$ cat src/rtl/cnv_host_pkg.sv
`timescale 1ns/1ps
package cnv_host_pkg;

  typedef enum logic [2:0] {
    ST_IDLE,
    ST_WR,
    ST_WINT,
    ST_GAP,
    ST_RD,
    ST_RDM,
    ST_REC
  } cnv_st_e;

  localparam logic [1:0] MD_READ     = 2'b00;
  localparam logic [1:0] MD_WR_INT   = 2'b01;
  localparam logic [1:0] MD_WR_EARLY = 2'b10;

  function automatic int unsigned ns_to_cyc(input int unsigned ns, input int unsigned period_ps);
    return (ns * 1000 + period_ps - 1) / period_ps;
  endfunction

endpackage

$ cat src/rtl/cnv_step_timer.sv
`timescale 1ns/1ps
module cnv_step_timer #(
  parameter int unsigned CW = 10
) (
  input  logic          clk,
  input  logic          rst_n,
  input  logic          clear_i,
  output logic [CW-1:0] cnt_o
);

  localparam logic [CW-1:0] CNT_MAX = {CW{1'b1}};

  logic [CW-1:0] cnt_q;
  logic [CW-1:0] cnt_d;
  logic          cnt_en;

  always_comb begin
    cnt_en = clear_i || (cnt_q != CNT_MAX);
    cnt_d  = clear_i ? '0 : cnt_q + 1'b1;
  end

  always_ff @(posedge clk or negedge rst_n) begin
    if (!rst_n) begin
      cnt_q <= '0;
    end else if (cnt_en) begin
      cnt_q <= cnt_d;
    end
  end

  assign cnt_o = cnt_q;

endmodule

$ cat src/rtl/cnv_seq_fsm.sv
`timescale 1ns/1ps
module cnv_seq_fsm
  import cnv_host_pkg::*;
#(
  parameter int unsigned CW       = 10,
  parameter int unsigned WR_CYC   = 120,
  parameter int unsigned EARLY_CYC = 120,
  parameter int unsigned ACC_CYC  = 70,
  parameter int unsigned REC_CYC  = 100,
  parameter int unsigned TO_CYC   = 1000
) (
  input  logic          clk,
  input  logic          rst_n,
  input  logic          start_i,
  input  logic [1:0]    mode_i,
  input  logic          int_n_i,
  input  logic          rdy_n_i,
  input  logic [CW-1:0] cnt_i,
  output logic          clear_o,
  output logic          sample_o,
  output logic          err_set_o,
  output cnv_st_e       st_o
);

  localparam logic [CW-1:0] WR_LAST    = CW'(WR_CYC - 1);
  localparam logic [CW-1:0] EARLY_LAST = CW'(EARLY_CYC - 1);
  localparam logic [CW-1:0] ACC_LAST   = CW'(ACC_CYC - 1);
  localparam logic [CW-1:0] REC_LAST   = CW'(REC_CYC - 1);
  localparam logic [CW-1:0] TO_LAST    = CW'(TO_CYC - 1);

  cnv_st_e    st_q, st_d;
  logic [1:0] mode_q;
  logic       accept;

  // next-state decode
  always_comb begin
    st_d      = st_q;
    sample_o  = 1'b0;
    err_set_o = 1'b0;
    accept    = 1'b0;
    case (st_q)
      ST_IDLE: begin
        if (start_i && (mode_i != 2'b11)) begin
          accept = 1'b1;
          st_d   = (mode_i == MD_READ) ? ST_RDM : ST_WR;
        end
      end
      ST_WR: begin
        if (cnt_i == WR_LAST) begin
          st_d = (mode_q == MD_WR_INT) ? ST_WINT : ST_GAP;
        end
      end
      ST_WINT: begin
        if (!int_n_i) begin
          st_d = ST_RD;
        end else if (cnt_i == TO_LAST) begin
          err_set_o = 1'b1;
          st_d      = ST_REC;
        end
      end
      ST_GAP: begin
        if (cnt_i == EARLY_LAST) begin
          st_d = ST_RD;
        end
      end
      ST_RD: begin
        if (cnt_i == ACC_LAST) begin
          sample_o = 1'b1;
          st_d     = ST_REC;
        end
      end
      ST_RDM: begin
        if ((cnt_i >= ACC_LAST) && rdy_n_i) begin
          sample_o = 1'b1;
          st_d     = ST_REC;
        end else if (cnt_i == TO_LAST) begin
          err_set_o = 1'b1;
          st_d      = ST_REC;
        end
      end
      ST_REC: begin
        if ((cnt_i >= REC_LAST) && int_n_i) begin
          st_d = ST_IDLE;
        end else if (cnt_i == TO_LAST) begin
          err_set_o = 1'b1;
          st_d      = ST_IDLE;
        end
      end
      default: st_d = ST_IDLE;
    endcase
    clear_o = (st_d != st_q);
  end

  always_ff @(posedge clk or negedge rst_n) begin
    if (!rst_n) begin
      st_q <= ST_IDLE;
    end else begin
      st_q <= st_d;
    end
  end

  always_ff @(posedge clk or negedge rst_n) begin
    if (!rst_n) begin
      mode_q <= MD_READ;
    end else if (accept) begin
      mode_q <= mode_i;
    end
  end

  assign st_o = st_q;

endmodule

$ cat src/rtl/cnv_result_reg.sv
`timescale 1ns/1ps
module cnv_result_reg #(
  parameter int unsigned DATA_W = 8
) (
  input  logic              clk,
  input  logic              rst_n,
  input  logic              sample_i,
  input  logic              err_set_i,
  input  logic [DATA_W-1:0] data_i,
  input  logic              ofl_n_i,
  output logic [DATA_W-1:0] data_o,
  output logic              ofl_o,
  output logic              valid_o,
  output logic              err_o
);

  always_ff @(posedge clk or negedge rst_n) begin
    if (!rst_n) begin
      data_o <= '0;
      ofl_o  <= 1'b0;
    end else if (sample_i) begin
      data_o <= data_i;
      ofl_o  <= ~ofl_n_i;
    end
  end

  always_ff @(posedge clk or negedge rst_n) begin
    if (!rst_n) begin
      valid_o <= 1'b0;
      err_o   <= 1'b0;
    end else begin
      valid_o <= sample_i;
      err_o   <= err_set_i;
    end
  end

endmodule

$ cat src/rtl/cnv_host_ctrl.sv
`timescale 1ns/1ps
module cnv_host_ctrl
  import cnv_host_pkg::*;
#(
  parameter int unsigned DATA_W        = 8,
  parameter int unsigned CLK_PERIOD_PS = 5000,
  parameter int unsigned WR_MIN_NS     = 600,
  parameter int unsigned WR_MAX_NS     = 50000,
  parameter int unsigned EARLY_NS      = 600,
  parameter int unsigned ACCESS_NS     = 350,
  parameter int unsigned RECOVER_NS    = 500,
  parameter int unsigned TIMEOUT_NS    = 5000
) (
  input  logic              clk,
  input  logic              rst_n,
  input  logic              start_i,
  input  logic [1:0]        mode_i,
  output logic              cvt_cs_n,
  output logic              cvt_wr_n,
  output logic              cvt_rd_n,
  input  logic              cvt_int_n,
  input  logic              cvt_rdy_n,
  input  logic [DATA_W-1:0] cvt_data_i,
  input  logic              cvt_ofl_n_i,
  output logic              busy_o,
  output logic [DATA_W-1:0] res_data_o,
  output logic              res_ofl_o,
  output logic              res_valid_o,
  output logic              err_o
);

  localparam int unsigned WR_CYC    = ns_to_cyc(WR_MIN_NS, CLK_PERIOD_PS);
  localparam int unsigned EARLY_CYC = ns_to_cyc(EARLY_NS, CLK_PERIOD_PS);
  localparam int unsigned ACC_CYC   = ns_to_cyc(ACCESS_NS, CLK_PERIOD_PS);
  localparam int unsigned REC_CYC   = ns_to_cyc(RECOVER_NS, CLK_PERIOD_PS);
  localparam int unsigned TO_CYC    = ns_to_cyc(TIMEOUT_NS, CLK_PERIOD_PS);
  // the timeout is the longest interval the counter has to reach
  localparam int unsigned CW        = $clog2(TO_CYC + 1);

  logic          clear;
  logic          sample;
  logic          err_set;
  logic [CW-1:0] cnt;
  cnv_st_e       st;

  cnv_step_timer #(.CW(CW)) u_timer (
    .clk     (clk),
    .rst_n   (rst_n),
    .clear_i (clear),
    .cnt_o   (cnt)
  );

  cnv_seq_fsm #(
    .CW        (CW),
    .WR_CYC    (WR_CYC),
    .EARLY_CYC (EARLY_CYC),
    .ACC_CYC   (ACC_CYC),
    .REC_CYC   (REC_CYC),
    .TO_CYC    (TO_CYC)
  ) u_fsm (
    .clk       (clk),
    .rst_n     (rst_n),
    .start_i   (start_i),
    .mode_i    (mode_i),
    .int_n_i   (cvt_int_n),
    .rdy_n_i   (cvt_rdy_n),
    .cnt_i     (cnt),
    .clear_o   (clear),
    .sample_o  (sample),
    .err_set_o (err_set),
    .st_o      (st)
  );

  cnv_result_reg #(.DATA_W(DATA_W)) u_result (
    .clk       (clk),
    .rst_n     (rst_n),
    .sample_i  (sample),
    .err_set_i (err_set),
    .data_i    (cvt_data_i),
    .ofl_n_i   (cvt_ofl_n_i),
    .data_o    (res_data_o),
    .ofl_o     (res_ofl_o),
    .valid_o   (res_valid_o),
    .err_o     (err_o)
  );

  // strobes decoded from the state register only
  always_comb begin
    cvt_cs_n = (st == ST_IDLE) || (st == ST_REC);
    cvt_wr_n = (st != ST_WR);
    cvt_rd_n = (st != ST_RD) && (st != ST_RDM);
    busy_o   = (st != ST_IDLE);
  end

endmodule

$ cat config.mk
export PLATFORM = sky130hd
export DESIGN_NAME = cnv_host_ctrl
export DESIGN_NICKNAME = d
export VERILOG_FILES = /design/src/rtl/cnv_host_pkg.sv /design/src/rtl/cnv_step_timer.sv /design/src/rtl/cnv_seq_fsm.sv /design/src/rtl/cnv_result_reg.sv /design/src/rtl/cnv_host_ctrl.sv
export SDC_FILE = /design/constraint.sdc
export NUM_CORES = 1
export LEC_CHECK = 0
export BUFFER_PORTS_ARGS = -buffer_cell sky130_fd_sc_hd__buf_2
export CORE_AREA = 2 2 52 64
export CTS_BUF_LIST = sky130_fd_sc_hd__clkbuf_16
export DETAILED_ROUTE_END_ITERATION = 12
export DIE_AREA = 0 0 54 66
export PLACE_DENSITY = 0.76
export REMOVE_ABC_BUFFERS = 1
export SKIP_LAST_GASP = 1
export SYNTH_ARGS = -nofsm -noshare
export SYNTH_HDL_FRONTEND = slang
export SYNTH_SLANG_ARGS = --single-unit
$ cat constraint.sdc
create_clock -name clk -period 2.89 [get_ports clk]
set_input_delay 0.289 -clock clk [delete_from_list [all_inputs] [get_ports clk]]
set_output_delay 0.289 -clock clk [all_outputs]
set_load 0.01 [all_outputs]
==> impl_metrics.tcl, run 1 <==
set metrics [dict create \
    register_clock_pin_slew_on_the_reported_worst_setup_and_hold_paths_ns 0.07 \
    postSynth.topFlopCell "sky130_fd_sc_hd__dfrtp_1" \
    worst_setup_path_end_kind "register" \
    post-cts-setup-buffers 0 \
    antenna_cells_inserted 0 \
    floorplan.die.width_um 54 \
    num_io_pins 31 \
    layout-drive-gt1-share_pct 27.62 \
    layout.nets 201 \
    grt_pass1_wl_um 5326 \
    synth.avg_cell_area_um2 9.872 \
    total_setup_violations_reported_at_the_end_of_the_flow 0 \
    initial_utilization_pct 51.47 \
    place_congestion 0.8704 \
    layout_worst_path_cycle_share_pct 91.40 \
    power_per_cell_area_nw_per_um2 688.0 \
    async_reset_ff_share_pct 100.0 \
    total_gr_overflow 0 \
    ys_seq_area_share_pct 42.52 \
    cts-root-buf "sky130_fd_sc_hd__clkbuf_16" \
    cts_repair_resize_count 0 \
    ant_nets 0 \
    row_count 22 \
    critical_path.cell_chain "or3_1 > nor4_1 > mux2i_1 > nand4bb_1 > a221o_1 > nor4_4" \
    yosys.area.top_type_share_pct 42.52 \
    area_of_the_die_um2 3564 \
    htreeDepth 1 \
    areaGrowthSynthToFinish_pct 16.93 \
    total_grt_usage_pct 20.76 \
    setup.worst_path.class "reg -> reg" \
    holdCritPathClass "in -> async" \
    dpl.hpwl_um 2417 \
    dpl_worst_slack_ns 0.2896 \
    crit-reg2reg-launch "u_timer.cnt_o[9]$_DFFE_PN0P_" \
    worst_pin_slew_ns 0.7142 \
    final_period_minus_worst_setup_slack_ns 2.641 \
    first_global_vias 1180 \
    type_of_origin_of_the_critical_path "register" \
    worst_ir_drop_vdd_mv 0.4815 \
    clock_latency_ns 0.26 \
    synth-edff-count 0 \
    outcome "complete, no violations" \
    final_setup_slack_of_the_worst_path_ns 0.2485 \
    maximum_operating_frequency_mhz 378.6 \
    num_vias 1282 \
    yosys.area.top_type "sky130_fd_sc_hd__dfrtp_1" \
    drt_drc_violations_left 0 \
    postCtsHoldBufs 0 \
    p_leak_nw 0.8311 \
    detail_route.wirelength_um 3334 \
    count_of_clock_tree_sinks 26 \
    cpPeakStageDelay_ns 0.53 \
    r2r_cells 6 \
    synth.ff_latch_count 26 \
    setup.reg_to_reg.worst_slack_ns 0.25 \
    core_region_area_um2 2973 \
    cp_max_fo 10 \
    fin_worst_skew_ns 0.003755 \
    finalMaxSlewViolations 0 \
    final.setup.tns_ns 0 \
    grt_start_max_net_pins 27 \
    synth.most_common_cell "sky130_fd_sc_hd__dfrtp_1" \
    yosys_warnings 0 \
    r2r-end "u_timer.cnt_o[4]$_DFFE_PN0P_" \
    post_synth_inst_count 155 \
    final-instance-count-excl-fill 217 \
    arrival_ns 2.81 \
    relSlewSlack_pct 52.02 \
    clock_tree_from_tritoncts "done" \
    placed_cells_incl_taps 213 \
    post_synth_cell_types 46 \
    vias_per_cell 5.908 \
    report.power.total_w 0.001231 \
    finish.utilization_pct 60.19 \
    path_delay_family "simple AND/OR/NAND/NOR gates" \
    yosys-top-cells-area "sky130_fd_sc_hd__dfrtp_1, sky130_fd_sc_hd__mux2_2, sky130_fd_sc_hd__nor3_1, sky130_fd_sc_hd__nor2_1, sky130_fd_sc_hd__mux2i_1" \
    port_buffers 30 \
    synth.top_cells.by_count "sky130_fd_sc_hd__dfrtp_1, sky130_fd_sc_hd__nor3_1, sky130_fd_sc_hd__nor2_1" \
    max-clock-path-buffers 2 \
    tritoncts_buffer_count 3 \
    synth_area_um2 1530 \
    setup_repair_after_global_routing_missed_its_margin "false" \
    cp.buffers_inverters 0 \
    critical_path.slowest_cell "sky130_fd_sc_hd__a221o_1" \
    drt_first_pass_iters 4 \
    hold_violations 0 \
    detail_route.wl_per_cell_um 15.36 \
    reported_max_cap_violation_count 0 \
    initialDrtViolationCount 25 \
    number_of_antenna_violations_at_the_first_check_in_global_routing 0 \
    dieHeight_um 66 \
    cp_data_required_time_ns 3.06 \
]
==> routing by layer <==
layer / part of all wire, % / global-route usage [%] / wire length (um) / up-vias
met5: 0 / 0 / 0 / -
li1: - / - / - / 611
met1: 38 / 22.91 / 1259 / 625
met4: 1.9 / 8.125 / 65 / 0
met3: 3.7 / 3.620 / 125 / 8
met2: 56 / 37.96 / 1883 / 38
==> worst max path at each step <==
stage                                        end                    startpoint  cells after the start  slack [ns]
floorplan           u_timer.cnt_o[4]$_DFFE_PN0P_  u_timer.cnt_o[0]$_DFFE_PN0P_                      7        0.45
global placement    u_timer.cnt_o[4]$_DFFE_PN0P_  u_timer.cnt_o[0]$_DFFE_PN0P_                      7        0.34
detailed placement  u_timer.cnt_o[4]$_DFFE_PN0P_  u_timer.cnt_o[9]$_DFFE_PN0P_                      6        0.29
CTS                 u_timer.cnt_o[4]$_DFFE_PN0P_  u_timer.cnt_o[9]$_DFFE_PN0P_                      6        0.25
global route        u_timer.cnt_o[4]$_DFFE_PN0P_  u_timer.cnt_o[9]$_DFFE_PN0P_                      6        0.14
finish              u_timer.cnt_o[4]$_DFFE_PN0P_  u_timer.cnt_o[9]$_DFFE_PN0P_                      6        0.25
==> cell families after synthesis <==
kind of cell / after synthesis / share of synthesized area [%]
adder cells (fa/ha/maj): 3 / 2.453
multiplexers: 12 / 8.504
AND/OR/NAND/NOR: 70 / 26.41
XOR/XNOR: 4 / 3.516
AO/OA/AOI/OAI: 23 / 11.20
buffers and inverters: 17 / 5.397
flip-flops: 26 / 42.52
==> cell type report <==
cell class,count,area [um2]
clock buffer,3,75.07
clock inverter,1,30.03
fill,253,1184
inverter,7,26.28
multi-input combinational,112,797.0
sequential,26,650.6
tap,36,45.04
timing repair buffer,32,165.2
==> placed cells by master (no fill, tap or decap), types with 3 or more instances in the layout <==
| cell type | count |
|---|---|
| sky130_fd_sc_hd__buf_2 | 30 |
| sky130_fd_sc_hd__dfrtp_1 | 26 |
| sky130_fd_sc_hd__nor3_1 | 16 |
| sky130_fd_sc_hd__nor2_1 | 13 |
| sky130_fd_sc_hd__nand2_1 | 10 |
| sky130_fd_sc_hd__mux2_2 | 8 |
| sky130_fd_sc_hd__inv_1 | 7 |
| sky130_fd_sc_hd__nand3b_1 | 5 |
| sky130_fd_sc_hd__nand2b_1 | 5 |
| sky130_fd_sc_hd__nand4_1 | 5 |
| sky130_fd_sc_hd__a21oi_1 | 4 |
| sky130_fd_sc_hd__mux2i_1 | 4 |
| sky130_fd_sc_hd__nand3_1 | 3 |
| sky130_fd_sc_hd__o21ai_0 | 3 |
| sky130_fd_sc_hd__xnor2_1 | 3 |
| sky130_fd_sc_hd__ha_1 | 3 |
| sky130_fd_sc_hd__clkbuf_16 | 3 |
==> power breakdown <==
| group | total, W | internal, W | switching, W |
|---|---|---|---|
| combinational | 0.000308 | 0.000139 | 0.000169 |
| clock | 0.000400 | 0.000275 | 0.000124 |
| sequential | 0.000523 | 0.000427 | 0.0000969 |
==> registers in the layout, indices dropped and copies added, names as in the netlist <==
| register | cells |
|---|---|
| u_fsm.st_o | 3 |
| u_fsm.mode_q | 2 |
| u_result.valid_o | 1 |
| u_timer.cnt_o | 10 |
| u_result.err_o | 1 |
| u_result.data_o | 8 |
| u_result.ofl_o | 1 |
==> per-stage QoR <==
step	hold WS [ns]	area (um2)
3_5_place_dp	0.3181	1684
3_3_place_gp	0.3064	1684
6_report	0.01725	1789
4_1_cts	0.04073	1789
2_1_floorplan	-0.006591	1474
5_1_grt	0.04807	1789
Power figures use the tool's default switching activity.
==> run 2, diff against run 1 <==
Settings changed: ABC_AREA set to 1, PLACE_DENSITY 0.76 to 0.77.
==> run 2 against run 1 <==
Die area did not move. Cell area is 2.5% higher. Maximum frequency grew 37%. Count of clock-buffer cells in the layout unchanged. Critical path depth grew 3. Area after synthesis up 1.1%. Sequential cell count unchanged. Largest cell class unchanged. Sequential power fell by 28%.
==> impl_metrics.tcl, run 2 <==
set metrics [dict create \
    synth-edff-count 0 \
    tritoncts_buffer_count 3 \
    cp_max_fo 11 \
    ant_nets 0 \
    detail_route.wirelength_um 3330 \
    final-instance-count-excl-fill 271 \
    floorplan.die.width_um 54 \
    initial_utilization_pct 52.02 \
    total_setup_violations_reported_at_the_end_of_the_flow 0 \
    layout.cells.most_common "sky130_fd_sc_hd__nand2_1" \
    total_gr_overflow 0 \
    area_of_the_die_um2 3564 \
    cpPeakStageDelay_ns 0.41 \
    maximum_operating_frequency_mhz 519.2 \
    placed_cells_incl_taps 267 \
    synth_area_um2 1546 \
    cp_data_required_time_ns 3.04 \
    critical_path.slowest_cell "sky130_fd_sc_hd__dfrtp_1" \
    post_synth_cell_types 23 \
    setup.reg_to_reg.worst_slack_ns 0.96 \
    hold-worst-slack_ns 0.006393 \
    final_period_minus_worst_setup_slack_ns 1.926 \
    synth.avg_cell_area_um2 7.618 \
    place_congestion 0.8859 \
    dieHeight_um 66 \
    postSynth.topFlopCell "sky130_fd_sc_hd__dfrtp_1" \
    finalMaxSlewViolations 0 \
    power_per_cell_area_nw_per_um2 443.5 \
    worst_ir_drop_vdd_mv 0.4419 \
    num_vias 1390 \
    dpl.hpwl_um 2471 \
    synth.most_common_cell "sky130_fd_sc_hd__nand2_1" \
    outcome "complete, no violations" \
    htreeDepth 1 \
    yosys-top-cells-area "sky130_fd_sc_hd__dfrtp_1, sky130_fd_sc_hd__nand2_1, sky130_fd_sc_hd__nor2_1, sky130_fd_sc_hd__nand3_1, sky130_fd_sc_hd__inv_1" \
    filler_cell_count 257 \
    drt_first_pass_iters 4 \
    worst_pin_slew_ns 0.5559 \
    core_region_area_um2 2973 \
    cp.buffers_inverters 2 \
    total_grt_usage_pct 21.47 \
    critical_path.cell_chain "inv_1 > ha_1 > inv_1 > nand2_1 > nand3_1 > nand2_1 > nand3_1 > nand2_1 > mux2_2" \
    largest_register_ff_count 10 \
    relSlewSlack_pct 62.94 \
    hold_violations 0 \
    post_synth_inst_count 203 \
    port_buffers 30 \
    clock_latency_ns 0.26 \
    r2r_cells 9 \
    layout_worst_path_cycle_share_pct 66.64 \
    path_delay_family "simple AND/OR/NAND/NOR gates" \
    count_of_clock_tree_sinks 26 \
    worst_path_most_repeated_cell "sky130_fd_sc_hd__nand2_1" \
    reported_max_cap_violation_count 0 \
    final.setup.tns_ns 0 \
    number_of_antenna_violations_at_the_first_check_in_global_routing 0 \
    layout.nets 255 \
    first_global_vias 1273 \
    layout-drive-gt1-share_pct 25.11 \
    setup.worst_path.class "reg -> reg" \
    fin_worst_skew_ns 0.004236 \
    cts_repair_resize_count 0 \
    dpl_worst_slack_ns 1.018 \
    final_cell_mix "sky130_fd_sc_hd__nand2_1, sky130_fd_sc_hd__nor2_1, sky130_fd_sc_hd__buf_2" \
    synth.ff_latch_count 26 \
    p_leak_nw 0.9532 \
    crit-reg2reg-launch "u_timer.cnt_o[1]$_DFFE_PN0P_" \
    antenna_cells_inserted 0 \
    setup_repair_after_global_routing_missed_its_margin "false" \
    synth.top_cells.by_count "sky130_fd_sc_hd__nand2_1, sky130_fd_sc_hd__nor2_1, sky130_fd_sc_hd__dfrtp_1" \
    grt_pass1_wl_um 5568 \
    num_io_pins 31 \
    drt_drc_violations_left 0 \
    arrival_ns 2.07 \
    ys_seq_area_share_pct 42.07 \
    final_setup_slack_of_the_worst_path_ns 0.9640 \
    r2r-end "u_result.data_o[3]$_DFFE_PN0P_" \
    holdCritPathClass "in -> async" \
    register_clock_pin_slew_on_the_reported_worst_setup_and_hold_paths_ns 0.07 \
    initialDrtViolationCount 16 \
    post-cts-setup-buffers 0 \
    clock_tree_from_tritoncts "done" \
    areaGrowthSynthToFinish_pct 18.61 \
    max-clock-path-buffers 2 \
    worst_setup_path_end_kind "register" \
    async_reset_ff_share_pct 100.0 \
    type_of_origin_of_the_critical_path "register" \
    yosys.area.top_type_share_pct 42.07 \
    yosys_warnings 0 \
    detail_route.wl_per_cell_um 12.29 \
    cts-root-buf "sky130_fd_sc_hd__clkbuf_16" \
    postCtsHoldBufs 0 \
    row_count 22 \
    vias_per_cell 5.129 \
    grt_start_max_net_pins 27 \
    yosys.area.top_type "sky130_fd_sc_hd__dfrtp_1" \
]
run 2: layer usage:
metal | track usage, % | wire (um)
met5 | 0 | 0
met2 | 38.57 | 1781
met3 | 3.394 | 110
met1 | 24.53 | 1356
met4 | 8.438 | 81
run 2: kinds of logic (layout without fill, tap and decap cells):
kind of cell | Yosys count | count (layout) | share of synthesized area, %
xor+xnor | 2 | 2 | 1.133
fa+ha+maj | 3 | 3 | 2.427
flops | 26 | 26 | 42.07
buf+inv | 29 | 61 | 7.363
mux | 8 | 8 | 5.825
compound gates | 18 | 18 | 6.149
simple gates | 117 | 117 | 35.03
run 2: where the power goes:
| part | internal, W | switching [W] | leakage, nW |
|---|---|---|---|
| logic | 0.0000175 | 0.0000196 | 0.589 |
| clock network | 0.000276 | 0.000125 | 0.0511 |
| registers | 0.000372 | 0.00000375 | 0.313 |
| total | 0.000665 | 0.000149 | 0.953 |
run 2: per-stage QoR:
step	cell area [um2]	utilization, %	power (W)
2_1_floorplan	1534	-	0.0003942
3_3_place_gp	1729	58.17	0.0004199
3_5_place_dp	1729	58.17	0.0004211
4_1_cts	1834	61.70	0.0008238
5_1_grt	1834	61.70	0.0008474
6_report	1834	61.70	0.0008135
run 2: final cells by class:
type,instances,area (um2),share of cell area [%]
Sequential cell,26,650.6,35.47
Clock buffer,3,75.07,4.093
Tap cell,36,45.04,2.456
Inverter,27,101.3,5.525
Timing Repair Buffer,30,150.1,8.186
Multi-Input combinational cell,148,782.0,42.63
Clock inverter,1,30.03,1.637
run 2: worst max-delay path by stage:
stage,cells after the start,end,from
floorplan,8,u_result.data_o[0]$_DFFE_PN0P_,u_timer.cnt_o[0]$_DFFE_PN0P_
detailed placement,8,u_result.data_o[3]$_DFFE_PN0P_,u_timer.cnt_o[0]$_DFFE_PN0P_
global route,12,u_timer.cnt_o[5]$_DFFE_PN0P_,u_timer.cnt_o[0]$_DFFE_PN0P_
CTS,8,u_result.data_o[3]$_DFFE_PN0P_,u_timer.cnt_o[0]$_DFFE_PN0P_
finish,9,u_result.data_o[3]$_DFFE_PN0P_,u_timer.cnt_o[1]$_DFFE_PN0P_
global placement,10,u_timer.cnt_o[5]$_DFFE_PN0P_,u_timer.cnt_o[0]$_DFFE_PN0P_
